## src/rtl/wdt_rec_pkg.sv

```systemverilog
package wdt_rec_pkg;

    typedef enum logic [1:0] {
        REC_NONE   = 2'b00,
        REC_MANUAL = 2'b01,
        REC_RSV_A  = 2'b10,
        REC_RSV_B  = 2'b11
    } rec_mode_e;

    function automatic logic is_manual(input rec_mode_e mode);
        return mode == REC_MANUAL;
    endfunction

endpackage

```

## src/rtl/wdt_rec_pulse.sv

```systemverilog
module wdt_rec_pulse #(
    parameter int PULSE_LEN = 16
) (
    input  logic clk,
    input  logic rst_n,
    input  logic trig,
    output logic busy,
    output logic start,
    output logic last
);
    localparam int CNT_W = $clog2(PULSE_LEN + 1);

    typedef struct packed {
        logic             busy;
        logic [CNT_W-1:0] cnt;
    } pulse_t;

    pulse_t st_d, st_q;

    always_comb begin
        st_d  = st_q;
        start = trig && !st_q.busy;
        last  = st_q.busy && (st_q.cnt == '0);
        if (start) begin
            st_d.busy = 1'b1;
            st_d.cnt  = CNT_W'(PULSE_LEN - 1);
        end else if (st_q.busy) begin
            if (last) begin
                st_d.busy = 1'b0;
            end else begin
                st_d.cnt = st_q.cnt - 1'b1;
            end
        end
    end

    always_ff @(posedge clk or negedge rst_n) begin
        if (!rst_n) begin
            st_q <= '0;
        end else begin
            st_q <= st_d;
        end
    end

    assign busy = st_q.busy;

endmodule

```

## src/rtl/wdt_rec_swreq.sv

```systemverilog
module wdt_rec_swreq (
    input  logic clk,
    input  logic rst_n,
    input  logic set_req,
    input  logic xact_end,
    input  logic pulse_last,
    output logic fire,
    output logic sw_bit
);
    typedef struct packed {
        logic req;
        logic served;
    } swreq_t;

    swreq_t st_d, st_q;

    always_comb begin
        fire      = xact_end && (st_q.req || set_req);
        st_d.req    = st_q.req || set_req;
        st_d.served = st_q.served || fire;
        if (pulse_last && st_d.served) begin
            st_d.req    = 1'b0;
            st_d.served = 1'b0;
        end
    end

    always_ff @(posedge clk or negedge rst_n) begin
        if (!rst_n) begin
            st_q <= '0;
        end else begin
            st_q <= st_d;
        end
    end

    assign sw_bit = st_q.req;

endmodule

```

## src/rtl/wdt_rec_regs.sv

```systemverilog
module wdt_rec_regs
    import wdt_rec_pkg::*;
#(
    parameter int              M_W    = 9,
    parameter int              N_W    = 8,
    parameter logic [M_W-1:0]  M_INIT = 9'd60,
    parameter logic [N_W-1:0]  N_INIT = 8'd100
) (
    input  logic           clk,
    input  logic           rst_n,
    input  logic           m_wr,
    input  logic [M_W-1:0] m_wdata,
    input  logic           n_wr,
    input  logic [N_W-1:0] n_wdata,
    input  logic           nrec_wr,
    input  logic [N_W-1:0] nrec_wdata,
    input  logic           ctl_wr,
    input  logic           ctl_wd_en,
    input  logic [1:0]     ctl_rec_mode,
    input  logic           restore,
    output logic [M_W-1:0] m_act,
    output logic [N_W-1:0] n_act,
    output logic [M_W-1:0] m_rec,
    output logic [N_W-1:0] n_rec,
    output logic           wd_en,
    output rec_mode_e      mode
);
    typedef struct packed {
        logic [M_W-1:0] m_act;
        logic [N_W-1:0] n_act;
        logic [M_W-1:0] m_rec;
        logic [N_W-1:0] n_rec;
        logic           wd_en;
        rec_mode_e      mode;
    } regs_t;

    regs_t st_d, st_q;

    always_comb begin
        st_d = st_q;
        if (m_wr)    st_d.m_act = m_wdata;
        if (n_wr)    st_d.n_act = n_wdata;
        if (nrec_wr) st_d.n_rec = nrec_wdata;
        if (ctl_wr) begin
            st_d.wd_en = ctl_wd_en;
            st_d.mode  = rec_mode_e'(ctl_rec_mode);
            if (ctl_wd_en && !st_q.wd_en) begin
                st_d.m_rec = st_q.m_act;
            end
        end
        if (restore) begin
            st_d.m_act = st_q.m_rec;
            st_d.n_act = st_q.n_rec;
        end
    end

    always_ff @(posedge clk or negedge rst_n) begin
        if (!rst_n) begin
            st_q.m_act <= M_INIT;
            st_q.n_act <= N_INIT;
            st_q.m_rec <= M_INIT;
            st_q.n_rec <= N_INIT;
            st_q.wd_en <= 1'b0;
            st_q.mode  <= REC_NONE;
        end else begin
            st_q <= st_d;
        end
    end

    assign m_act = st_q.m_act;
    assign n_act = st_q.n_act;
    assign m_rec = st_q.m_rec;
    assign n_rec = st_q.n_rec;
    assign wd_en = st_q.wd_en;
    assign mode  = st_q.mode;

endmodule

```

## src/rtl/wdt_recovery_ctrl.sv

```systemverilog
module wdt_recovery_ctrl
    import wdt_rec_pkg::*;
#(
    parameter int              M_W       = 9,
    parameter int              N_W       = 8,
    parameter int              PULSE_LEN = 16,
    parameter logic [M_W-1:0]  M_INIT    = 9'd60,
    parameter logic [N_W-1:0]  N_INIT    = 8'd100
) (
    input  logic           clk,
    input  logic           rst_n,
    input  logic           wd_timeout,
    input  logic           m_wr,
    input  logic [M_W-1:0] m_wdata,
    input  logic           n_wr,
    input  logic [N_W-1:0] n_wdata,
    input  logic           nrec_wr,
    input  logic [N_W-1:0] nrec_wdata,
    input  logic           ctl_wr,
    input  logic           ctl_wd_en,
    input  logic [1:0]     ctl_rec_mode,
    input  logic           ctl_sw_rst,
    input  logic           xact_end,
    output logic [M_W-1:0] m_active,
    output logic [N_W-1:0] n_active,
    output logic           srst_n,
    output logic           sw_rst_bit
);
    logic           sw_fire;
    logic           pulse_busy;
    logic           pulse_start;
    logic           pulse_last;
    logic           restore;
    logic [M_W-1:0] m_rec;
    logic [N_W-1:0] n_rec;
    logic           wd_en;
    rec_mode_e      mode;

    wdt_rec_swreq u_swreq (
        .clk        (clk),
        .rst_n      (rst_n),
        .set_req    (ctl_wr && ctl_sw_rst),
        .xact_end   (xact_end),
        .pulse_last (pulse_last),
        .fire       (sw_fire),
        .sw_bit     (sw_rst_bit)
    );

    wdt_rec_pulse #(
        .PULSE_LEN (PULSE_LEN)
    ) u_pulse (
        .clk   (clk),
        .rst_n (rst_n),
        .trig  (wd_timeout || sw_fire),
        .busy  (pulse_busy),
        .start (pulse_start),
        .last  (pulse_last)
    );

    assign restore = pulse_start && wd_timeout && is_manual(mode);

    wdt_rec_regs #(
        .M_W    (M_W),
        .N_W    (N_W),
        .M_INIT (M_INIT),
        .N_INIT (N_INIT)
    ) u_regs (
        .clk          (clk),
        .rst_n        (rst_n),
        .m_wr         (m_wr),
        .m_wdata      (m_wdata),
        .n_wr         (n_wr),
        .n_wdata      (n_wdata),
        .nrec_wr      (nrec_wr),
        .nrec_wdata   (nrec_wdata),
        .ctl_wr       (ctl_wr),
        .ctl_wd_en    (ctl_wd_en),
        .ctl_rec_mode (ctl_rec_mode),
        .restore      (restore),
        .m_act        (m_active),
        .n_act        (n_active),
        .m_rec        (m_rec),
        .n_rec        (n_rec),
        .wd_en        (wd_en),
        .mode         (mode)
    );

    assign srst_n = !pulse_busy;

endmodule

```

## config.mk

```make
export PLATFORM = sky130hd
export DESIGN_NAME = wdt_recovery_ctrl
export DESIGN_NICKNAME = d
export VERILOG_FILES = /design/src/rtl/wdt_rec_pkg.sv /design/src/rtl/wdt_rec_pulse.sv /design/src/rtl/wdt_rec_swreq.sv /design/src/rtl/wdt_rec_regs.sv /design/src/rtl/wdt_recovery_ctrl.sv
export SDC_FILE = /design/constraint.sdc
export NUM_CORES = 1
export LEC_CHECK = 0
export ABC_AREA = 0
export CAP_MARGIN = 20
export CORE_UTILIZATION = 51
export DETAILED_ROUTE_END_ITERATION = 10
export GPL_ROUTABILITY_DRIVEN = 0
export HOLD_SLACK_MARGIN = 0.03
export PLACE_DENSITY = 0.85
export SLEW_MARGIN = 20
export SYNTH_ARGS = -nofsm -noshare
export SYNTH_HDL_FRONTEND = slang
export SYNTH_SLANG_ARGS = --single-unit
```

## constraint.sdc

```tcl
create_clock -name clk -period 3.18 [get_ports clk]
set_clock_uncertainty 0.1 [all_clocks]
set_input_delay 0.636 -clock clk [delete_from_list [all_inputs] [get_ports clk]]
set_output_delay 0.636 -clock clk [all_outputs]
set_load 0.02 [all_outputs]
```

# Word-level counts from Yosys, hierarchy flattened
# Cells that the tools add are included.
dict set report totals {
  elab_cells 40
  ff_bits 45
  in_bits 37
}
dict set report op_classes {
  n_mux 8
  addsub 1
  eq_ne 2
  reduce_logical 19
}
# cell count
set op_table {}
lappend op_table {{two-way mux 17 bit} 1}
lappend op_table {{two-way mux 6 bit} 2}
lappend op_table {{two-way mux 9 bit} 1}
lappend op_table {{logical AND 1 bit} 8}
lappend op_table {{two-way mux 8 bit} 1}
lappend op_table {{nonzero test 2 bit} 3}
lappend op_table {{zero test 5 bit} 1}
lappend op_table {{two-way mux 5 bit} 1}
lappend op_table {{subtractor 5 x 1 -> 5 bit, second input constant} 1}
lappend op_table {{AND reduction 2 bit} 2}
lappend op_table {{logical OR 1 bit} 3}
lappend op_table {{== test 2 x 1 -> 1 bit, second input constant} 1}
lappend op_table {{zero test 1 bit} 2}
lappend op_table {{two-way mux 2 bit} 1}
lappend op_table {{!= test 2 bit, second input constant} 1}
lappend op_table {{two-way mux 1 bit} 1}

# Longest topological paths before layout
# Gate-level depths: netlist of run 1.
dict set report depth {
  ltp_word 8
  ltp_mapped 6
}

# Modules after synthesis
# A second synthesis of run 1 with hierarchy kept.
dict set report hier_totals {
  hier_cells 157
  area_unflattened_um2 1973.1
}
# mod area_per_inst_um2 seq_area_each_um2 cells_each instances
set modules_own_cells {}
lappend modules_own_cells {wdt_rec_regs 1537.7 943.4 115 1}
lappend modules_own_cells {wdt_rec_pulse 329.1 150.1 32 1}
lappend modules_own_cells {wdt_rec_swreq 80.1 50.0 6 1}
lappend modules_own_cells {wdt_recovery_ctrl 26.3 0.0 4 1}

# Worst setup path after synthesis of run 1
# Ideal clock, no wire load.
dict set report synth_path {
  path_type {reg2reg}
  startpoint {reg u_pulse.st_q[0] in the netlist's numbering}
  endpoint {reg u_swreq.st_q, in the netlist u_swreq.sw_bit}
  t_arrival_ns 1.438
  setup_ns 0.124
  setup_slack_ns 1.518
  n_path_buf 1
  required_time_ns 2.956
  period_less_slack_ns 1.662
  stages_incl_launch_ff 6
  cell_sequence {dfrtp_1 -> inv_1 -> ha_1 -> or4b_1 -> buf_2 -> o31a_1}
}
# element line_no
set synth_lines {}
lappend synth_lines {{start: declaration} wdt_rec_pulse.sv:18} ;# pulse_t st_d, st_q;
lappend synth_lines {{start signal: assignment} wdt_rec_pulse.sv:40} ;# st_q <= st_d;
lappend synth_lines {{end signal: assignment} wdt_rec_swreq.sv:31} ;# st_q <= st_d;
lappend synth_lines {{end: declaration} wdt_rec_swreq.sv:15} ;# swreq_t st_d, st_q;

# Final worst setup path of run 1
dict set report layout_path {
  startpoint {reg u_pulse.st_q, in the netlist u_pulse.busy}
  endpoint {out srst_n}
}
dict set report layout_between {
  elab_chain_len 1
}
# element line_no
set layout_rtl {}
lappend layout_rtl {{zero test 1 bit} wdt_recovery_ctrl.sv:88} ;# assign srst_n = !pulse_busy;
lappend layout_rtl {{end: declaration} wdt_recovery_ctrl.sv:26} ;# output logic srst_n,
# No other way between the ends.

==> out/metrics.yaml, run 1 <==
yosys:
  ys_seq_area_frac: 0.582
  synth_top_cell_by_area: "dfrtp_1"
  synth_ff_type: "dfrtp_1"
  synth-async-reset-ratio: 1.00
  synth.distinct_cells: 29
  synth.net_count: 201
  yosys_warnings: 0
  syn_area_um2: 1960
  synth.area.top_cells: "dfrtp_1 (39%), dfstp_2 (19%), mux2_2 (12%), mux2i_1 (8.7%), o21ai_0 (5.1%)"
  syn_inst: 162
  synth_edf_count: 0
  synth_top_cell_area_share: 0.395
  post_synth.cell_area_avg_um2: 12.1
  ys_ff_latch: 45
sta:
  tightest_slew_ns: 0.959
  setup_ws_ns: 0.779
  hold_viol: 0
  final.period_utilization: 0.755
  maxSlewHeadroom: 0.361
  setup_viol: 0
  slew_viol_final: 0
  rsz0062_at_grt: "no"
  fmax_mhz: 416
  whs_ns: 0.374
  tns_ns: 0
  fin_crit_ns: 2.40
power:
  p_leak_nw: 1.10
  powerDensity_nw_per_um2: 615
  ir_drop_v: 0.000377
  p_total_mw: 1.62
grt:
  grt_overflow: 0
  antenna_found_initial: 0
  grt_pass1_vias: 1525
  track_usage: 0.230
  grt_pass1_wl_mm: 7.00
  grt_max_degree: 46
run_status:
  status: "finished clean"
clock_tree:
  clock_latency_ns: 0.29
  postCtsHoldBufs: 0
  cts_tree: "done"
  cts_max_path_buffers: 2
  cts_root_buf: "clkbuf_8"
  htreeDepth: 2
  path_clk_slew_ns: 0.08
  cts_sinks: 45
  numCtsBuffers: 5
  ctsResizeCount: 0
  post_cts_buffers: 0
detailed_routing:
  totalWireLength_mm: 4.16
  routed_via_density: 5.45
  firstDrtPassIters: 4
  drtIter0Drc: 50
  wl_per_cell_um: 15.7
  vias: 1444
  drc: 0
  ant_nets: 0
final_layout:
  final_nets: 255
  final_common_cell: "clkdlybuf4s50_1"
  fin_util: 0.715
  drive_gt1_frac: 0.212
  layout_common_cells: "clkdlybuf4s50_1 (54), dfrtp_1 (31), mux2_2 (21)"
  diodes: 0
  areaGrowthSynthToFinish_pct: 34.2
floorplan:
  io_pins: 56
  coreArea_um2: 3690
  row_count: 22
  start_util: 0.533
  die_w_um: 64.1
  dieArea_um2: 4100
  fp.dieH_um: 64.1
critical_path:
  critPathKind: "reg2out"
  reg2reg_from: "u_pulse.st_q[0]$_DFFE_PN0P_"
  worst_r2r_path_depth: 5
  critPathMaxFanout: 12
  regToRegEndpoint: "u_pulse.st_q[2]$_DFFE_PN0P_"
  cp.arrival_ns: 1.67
  crit_path_end_kind: "output pin"
  cp_data_required_time_ns: 2.44
  rrSetupSlack_ns: 1.34
  worstSetupStartpointType: "flip-flop"
placed_design:
  io_buffers: 55
  hpwl_mm: 3.02
  pre_cts_slack_ns: 0.971
min_path:
  hp-start: "u_regs.m_rec[6]$_DFFE_PN0P_"
  holdPathEnd: "u_regs.m_act[6]$_DFFE_PN0P_"
  holdPathStages: 2
  min_path_type: "reg2reg"
flow_run:
  maxCapViolCount: 0
cell usage after synthesis (2+ instances only):
cell / n
mux2i_1: 17
mux2_2: 21
dfrtp_1: 31
inv_1: 4
nor2_1: 3
nand3_1: 3
o21ai_0: 20
clkbuf_1: 4
dfstp_2: 14
a31oi_1: 2
nand2_1: 20
a21oi_1: 2
ha_1: 2
buf_2: 4
worst max path at each step:
stage                                     start                          end  cells past startpoint
floorplan           u_pulse.st_q[0]$_DFFE_PN0P_     u_swreq.sw_bit$_DFF_PN0_                      5
CTS                      u_pulse.busy$_DFF_PN0_                       srst_n                      2
finish                   u_pulse.busy$_DFF_PN0_                       srst_n                      2
global route             u_pulse.busy$_DFF_PN0_                       srst_n                      2
detailed placement                       ctl_wr  u_regs.m_rec[1]$_DFFE_PN0P_                      3
global placement                         ctl_wr  u_regs.m_rec[8]$_DFFE_PN0P_                      3
critical path: stages, from the launching register on:
cell	delay (ns)
dfrtp_1	0.54
inv_1	0.20
clkdlybuf4s50_1	0.63
cell type report:
type                    count  area, um2
clock buffers               6       72.6
clock inverters             2       10.0
fillers                   259       1050
inverters                   4       15.0
multi-input cells         104        782
flip-flops and latches     45       1140
well taps                  48       60.1
repair buffers             56        553
power breakdown:
group | leakage (nW) | switching, mW | internal [mW]
Clock | 0.0450 | 0.181 | 0.152
Combinational | 0.553 | 0.213 | 0.248
Sequential | 0.502 | 0.102 | 0.726
Total | 1.10 | 0.496 | 1.13
metrics by stage:
| stage | cells | instance area (um2) |
|---|---|---|
| 2_1_floorplan | 162 | 1960 |
| 3_3_place_gp | 257 | 2550 |
| 3_5_place_dp | 257 | 2550 |
| 4_1_cts | 265 | 2640 |
| 5_1_grt | 265 | 2640 |
| 6_report | 265 | 2640 |
registers in the layout (all words and copies together), names as in the netlist, 2 cells and up:
| signal | flops |
|---|---|
| u_regs.m_act | 9 |
| u_regs.mode | 2 |
| u_regs.m_rec | 9 |
| u_regs.n_rec | 8 |
| u_regs.n_act | 8 |
| u_pulse.st_q | 5 |
cells by family (layout without fill, tap and decap cells):
logic type               after synthesis  in the layout  synth area share
flip-flops                            45             45             0.582
multiplexers                          38             38             0.207
AND/OR/NAND/NOR                       35             35            0.0866
AO/OA/AOI/OAI                         29             29            0.0841
buffers and inverters                 13             68            0.0274
adder cells (fa/ha/maj)                2              2            0.0127
per-layer routing:
layer | global-route usage | share of wire | vias up
li1 | - | - | 671
met1 | 0.282 | 0.44 | 702
met2 | 0.383 | 0.49 | 55
met3 | 0.0518 | 0.054 | 16
met4 | 0.108 | 0.023 | 0
met5 | 0 | 0 | -
Note: power is estimated with default switching activity, not from simulation.
==> inputs of run 2 (changes only) <==
--- a/config.mk
+++ b/config.mk
@@ -7,11 +7,11 @@
 export LEC_CHECK = 0
 export ABC_AREA = 0
 export CAP_MARGIN = 20
-export CORE_UTILIZATION = 51
+export CORE_UTILIZATION = 42
 export DETAILED_ROUTE_END_ITERATION = 10
 export GPL_ROUTABILITY_DRIVEN = 0
 export HOLD_SLACK_MARGIN = 0.03
-export PLACE_DENSITY = 0.85
+export PLACE_DENSITY = 0.75
 export SLEW_MARGIN = 20
 export SYNTH_ARGS = -nofsm -noshare
 export SYNTH_HDL_FRONTEND = slang
==> constraint.sdc (replaced) <==
create_clock -name clk -period 2.2 [get_ports clk]
set_clock_uncertainty 0.1 [all_clocks]
set_input_delay 0.44 -clock clk [delete_from_list [all_inputs] [get_ports clk]]
set_output_delay 0.44 -clock clk [all_outputs]
set_load 0.02 [all_outputs]
==> run 2 against run 1 <==
Against the previous run:
- final area is 2.2% higher
- critical path depth is 1 lower
- via count is 4.3% lower
- clock-buffer cell count stayed put
==> out/metrics.yaml, run 2 (synthesized netlist as in run 1, its figures left out) <==
run_status:
  status: "finished clean"
final_layout:
  fin_util: 0.610
  final_nets: 260
  regArea_um2: 1140
  drive_gt1_frac: 0.225
  areaGrowthSynthToFinish_pct: 37.1
  final_common_cell: "clkdlybuf4s50_1"
  nFillCells: 375
  layout_common_cells: "clkdlybuf4s50_1 (54), dfrtp_1 (31), mux2_2 (21)"
  multiInputGateArea_um2: 782
  diodes: 0
  reg_top3: "u_regs.m_act: 9 flops, u_regs.m_rec: 9 flops"
  design_area_um2: 2690
detailed_routing:
  drt-met1-wl_mm: 1.78
  wl_per_cell_um: 13.4
  drtIter0Drc: 45
  routed_via_density: 5.04
  vias: 1382
  route.met2.wl_mm: 1.66
  firstDrtPassIters: 4
  totalWireLength_mm: 3.68
  ant_nets: 0
  wl_met3_um: 205
  drc: 0
  top_layer_used: "met4"
critical_path:
  crit_buf_inv: 1
  cp.arrival_ns: 1.43
  critPathMaxFanout: 3
  critPathKind: "reg2out"
  worstSetupStartpointType: "flip-flop"
  crit_path_end_kind: "output pin"
  cp_data_required_time_ns: 1.66
  cp_slowest_stage_delay_ns: 0.60
  cp_top_family: "buffers and inverters"
  crit_chain: "clkdlybuf4s50_1"
  slowest_stage: "clkdlybuf4s50_1"
power:
  p_switching_mw: 0.688
  combPwrFrac: 0.292
  p_total_mw: 2.33
  p_seq_frac: 0.502
  clockPowerShare: 0.206
  p_leak_nw: 1.13
  swShare: 0.296
  power.internal_mw: 1.64
  ir_drop_v: 0.000539
  powerDensity_nw_per_um2: 864
clock_tree:
  post_cts_buffers: 0
  cts_max_path_buffers: 2
  cts_root_buf: "clkbuf_8"
  cts_sinks: 45
  path_clk_slew_ns: 0.08
  htreeDepth: 2
  numCtsBuffers: 5
  cts_tree: "done"
  clock_latency_ns: 0.29
floorplan:
  die_w_um: 70.4
  row_count: 24
  dieArea_um2: 4950
  io_pins: 56
  fp.dieH_um: 70.4
  coreArea_um2: 4410
  start_util: 0.445
sta:
  fin_crit_ns: 1.97
  setup_ws_ns: 0.232
  final.period_utilization: 0.895
  tightest_slew_ns: 0.499
  tns_ns: 0
  hold_viol: 0
  rsz0062_at_grt: "no"
  slew_viol_final: 0
  fmax_mhz: 508
  setup_viol: 0
  maxSlewHeadroom: 0.666
min_path:
  min_path_type: "reg2reg"
placed_design:
  io_buffers: 55
  placed_area_um2: 2600
  hpwl_mm: 2.66
  pre_cts_slack_ns: 0.185
grt:
  grt_overflow: 0
  grt_max_degree: 26
  track_usage: 0.160
  antenna_found_initial: 0
  grt_pass1_wl_mm: 6.25
  grt_pass1_vias: 1383
flow_run:
  maxCapViolCount: 0
## run 2: power groups by stage
stage               clock network (mW)  logic [mW]  registers (mW)
finish                           0.479       0.679            1.17
CTS                              0.495       0.686            1.17
floorplan                            0       0.327            1.23
global placement                     0       0.665            1.18
global route                     0.531       0.750            1.19
detailed placement                   0       0.682            1.18
## run 2: what timing repair did
item / in CTS / in global routing
gates resized for setup: 0 / 0
hold buffers: 1 / 0
hold endpoints to repair: 12 / 0
## run 2: final timing paths
check / start / end / slack, ns / cells after the start
setup / recovery: u_regs.m_act[5]$_DFFE_PN1P_ / m_active[5] / 0.23 / 1
hold / removal: u_regs.m_rec[6]$_DFFE_PN0P_ / u_regs.m_act[6]$_DFFE_PN0P_ / 0.37 / 2
min in group asynchronous: rst_n / u_regs.n_act[4]$_DFFE_PN0P_ / 0.54 / 2
max in group asynchronous: rst_n / u_regs.m_act[4]$_DFFE_PN1P_ / 0.87 / 3
hold reg to reg: u_regs.m_rec[6]$_DFFE_PN0P_ / u_regs.m_act[6]$_DFFE_PN0P_ / 0.37 / 2
setup reg to reg: u_pulse.st_q[0]$_DFFE_PN0P_ / u_pulse.st_q[2]$_DFFE_PN0P_ / 0.38 / 5
## run 2: metrics by stage
| step | hold WS [ns] | instances |
|---|---|---|
| detailed placement | 0.336 | 265 |
| global placement | 0.334 | 265 |
| CTS | 0.378 | 274 |
| finish | 0.373 | 274 |
| floorplan | 0.0444 | 162 |
| global route | 0.391 | 274 |
## run 2: per-layer routing
layer / vias up / track usage
met3: 4 / 0.0433
li1: 686 / -
met4: 0 / 0.0533
met2: 39 / 0.244
met1: 653 / 0.220
met5: - / 0
## run 2: cell type report
cell class | instances | area share
clock buffer | 6 | 0.0269
tap | 52 | 0.0242
timing repair buffer | 61 | 0.225
sequential | 45 | 0.425
multi-input combinational | 104 | 0.290
inverter | 4 | 0.00557
clock inverter | 2 | 0.00372
==> inputs of run 3 (changes only) <==
--- a/config.mk
+++ b/config.mk
@@ -7,11 +7,10 @@
 export LEC_CHECK = 0
 export ABC_AREA = 0
 export CAP_MARGIN = 20
-export CORE_UTILIZATION = 42
+export CORE_UTILIZATION = 51
 export DETAILED_ROUTE_END_ITERATION = 10
 export GPL_ROUTABILITY_DRIVEN = 0
-export HOLD_SLACK_MARGIN = 0.03
-export PLACE_DENSITY = 0.75
+export PLACE_DENSITY = 0.85
 export SLEW_MARGIN = 20
 export SYNTH_ARGS = -nofsm -noshare
 export SYNTH_HDL_FRONTEND = slang
==> constraint.sdc (replaced) <==
create_clock -name clk -period 2.3 [get_ports clk]
set_clock_uncertainty 0.1 [all_clocks]
set_input_delay 0.46 -clock clk [delete_from_list [all_inputs] [get_ports clk]]
set_output_delay 0.46 -clock clk [all_outputs]
set_load 0.02 [all_outputs]
==> run 3 against run 2 <==
Against the previous run:
- clock power decreased by 4.8%
- register-to-register slack better by 0.11 ns
- worst setup slack improved by 0.049 ns
- via count increased by 4.3%
- combinational power fell by 3.8%
- core utilization is 11 points higher
- total power is 3.9% lower
- critical endpoint is now m_active[4]
- largest cell class unchanged
==> out/metrics.yaml, run 3 (synthesized netlist as in run 1, its figures left out) <==
run_status:
  status: "finished clean"
detailed_routing:
  wl_per_cell_um: 14.7
  vias: 1442
  drc: 0
  firstDrtPassIters: 4
  totalWireLength_mm: 3.93
  routed_via_density: 5.40
  ant_nets: 0
  drtIter0Drc: 62
critical_path:
  cp_slowest_stage_delay_ns: 0.61
  worstSetupStartpointType: "flip-flop"
  cp_top_family: "buffers and inverters"
  crit_path_end_kind: "output pin"
  cp_data_required_time_ns: 1.74
  crit_buf_inv: 1
  crit_chain: "clkdlybuf4s50_1"
  cp.arrival_ns: 1.46
  critPathMaxFanout: 3
  slowest_stage: "clkdlybuf4s50_1"
  critPathKind: "reg2out"
grt:
  grt_pass1_vias: 1454
  track_usage: 0.207
  use_met2: 0.351
  antenna_found_initial: 0
  grt-busiest-layer: "met2"
  grt_overflow: 0
  use_met3: 0.0571
  grt_max_degree: 35
  grt_pass1_wl_mm: 6.43
  met1_usage: 0.261
floorplan:
  coreArea_um2: 3690
  row_count: 22
  io_pins: 56
  die_w_um: 64.1
  dieArea_um2: 4100
  fp.dieH_um: 64.1
  start_util: 0.533
final_layout:
  drive_gt1_frac: 0.219
  diodes: 0
  reg_top3: "u_regs.m_act: 9 flops, u_regs.m_rec: 9 flops"
  final_nets: 257
  areaGrowthSynthToFinish_pct: 35.6
  layout_common_cells: "clkdlybuf4s50_1 (54), dfrtp_1 (31), mux2_2 (21)"
  final_common_cell: "clkdlybuf4s50_1"
  design_area_um2: 2660
  stdcell_count: 267
sta:
  tightest_slew_ns: 0.537
  tns_ns: 0
  maxSlewHeadroom: 0.641
  fin_crit_ns: 2.02
  hold_viol: 0
  final.period_utilization: 0.878
  fmax_mhz: 495
  whs_ns: 0.0308
  rsz0062_at_grt: "no"
  setup_viol: 0
  slew_viol_final: 0
power:
  ir_drop_v: 0.000487
  powerDensity_nw_per_um2: 839
  p_leak_nw: 1.11
clock_tree:
  cts_tree: "done"
  cts_root_buf: "clkbuf_8"
  numCtsBuffers: 5
  postCtsHoldBufs: 0
  clock_latency_ns: 0.29
  post_cts_buffers: 0
  htreeDepth: 2
  path_clk_slew_ns: 0.08
  cts_sinks: 45
  ctsResizeCount: 0
  cts_max_path_buffers: 2
min_path:
  min_path_type: "in2async"
placed_design:
  placed_area_um2: 2580
  io_buffers: 55
  hpwl_mm: 2.99
  dp_cells: 259
flow_run:
  maxCapViolCount: 0
run 3: final cells by class:
class	count	area, um2
Inverter	4	15.0
Fill cell	264	1020
Clock inverter	2	10.0
Multi-Input combinational cell	104	782
Timing Repair Buffer	58	581
Tap cell	48	60.1
Clock buffer	6	72.6
Sequential cell	45	1140
run 3: through the flow:
step	setup WS (ns)	util	total power, mW
6_report	0.281	0.722	2.24
5_1_grt	0.234	0.722	2.37
4_1_cts	0.274	0.722	2.25
3_5_place_dp	0.273	0.700	1.80
3_3_place_gp	0.334	0.700	1.75
2_1_floorplan	0.638	-	1.49
run 3: path summary, 6_finish.rpt:
path                                        startpoint                           to  slack [ns]  cells after the start
setup / recovery           u_regs.m_act[4]$_DFFE_PN1P_                  m_active[4]        0.28                      1
hold / removal                                   rst_n  u_regs.n_act[3]$_DFFE_PN0P_        0.03                      1
setup reg to reg           u_pulse.st_q[0]$_DFFE_PN0P_     u_swreq.sw_bit$_DFF_PN0_        0.49                      4
hold reg to reg            u_regs.m_rec[6]$_DFFE_PN0P_  u_regs.m_act[6]$_DFFE_PN0P_        0.38                      2
max in group asynchronous                        rst_n  u_regs.n_act[6]$_DFFE_PN1P_        1.49                      2
min in group clk           u_regs.m_rec[6]$_DFFE_PN0P_  u_regs.m_act[6]$_DFFE_PN0P_        0.38                      2
run 3: routing by layer:
layer,wire length (um),up-vias
met2,1980,59
met3,274,5
li1,-,682
met5,0,-
met4,49,0
met1,1620,696
run 3: power breakdown:
| part | leakage [nW] | internal (mW) | total (mW) | switching, mW |
|---|---|---|---|---|
| combinational | 0.567 | 0.350 | 0.653 | 0.303 |
| clock | 0.0450 | 0.210 | 0.456 | 0.246 |
| sequential | 0.502 | 1.00 | 1.13 | 0.122 |
| total | 1.11 | 1.56 | 2.24 | 0.671 |
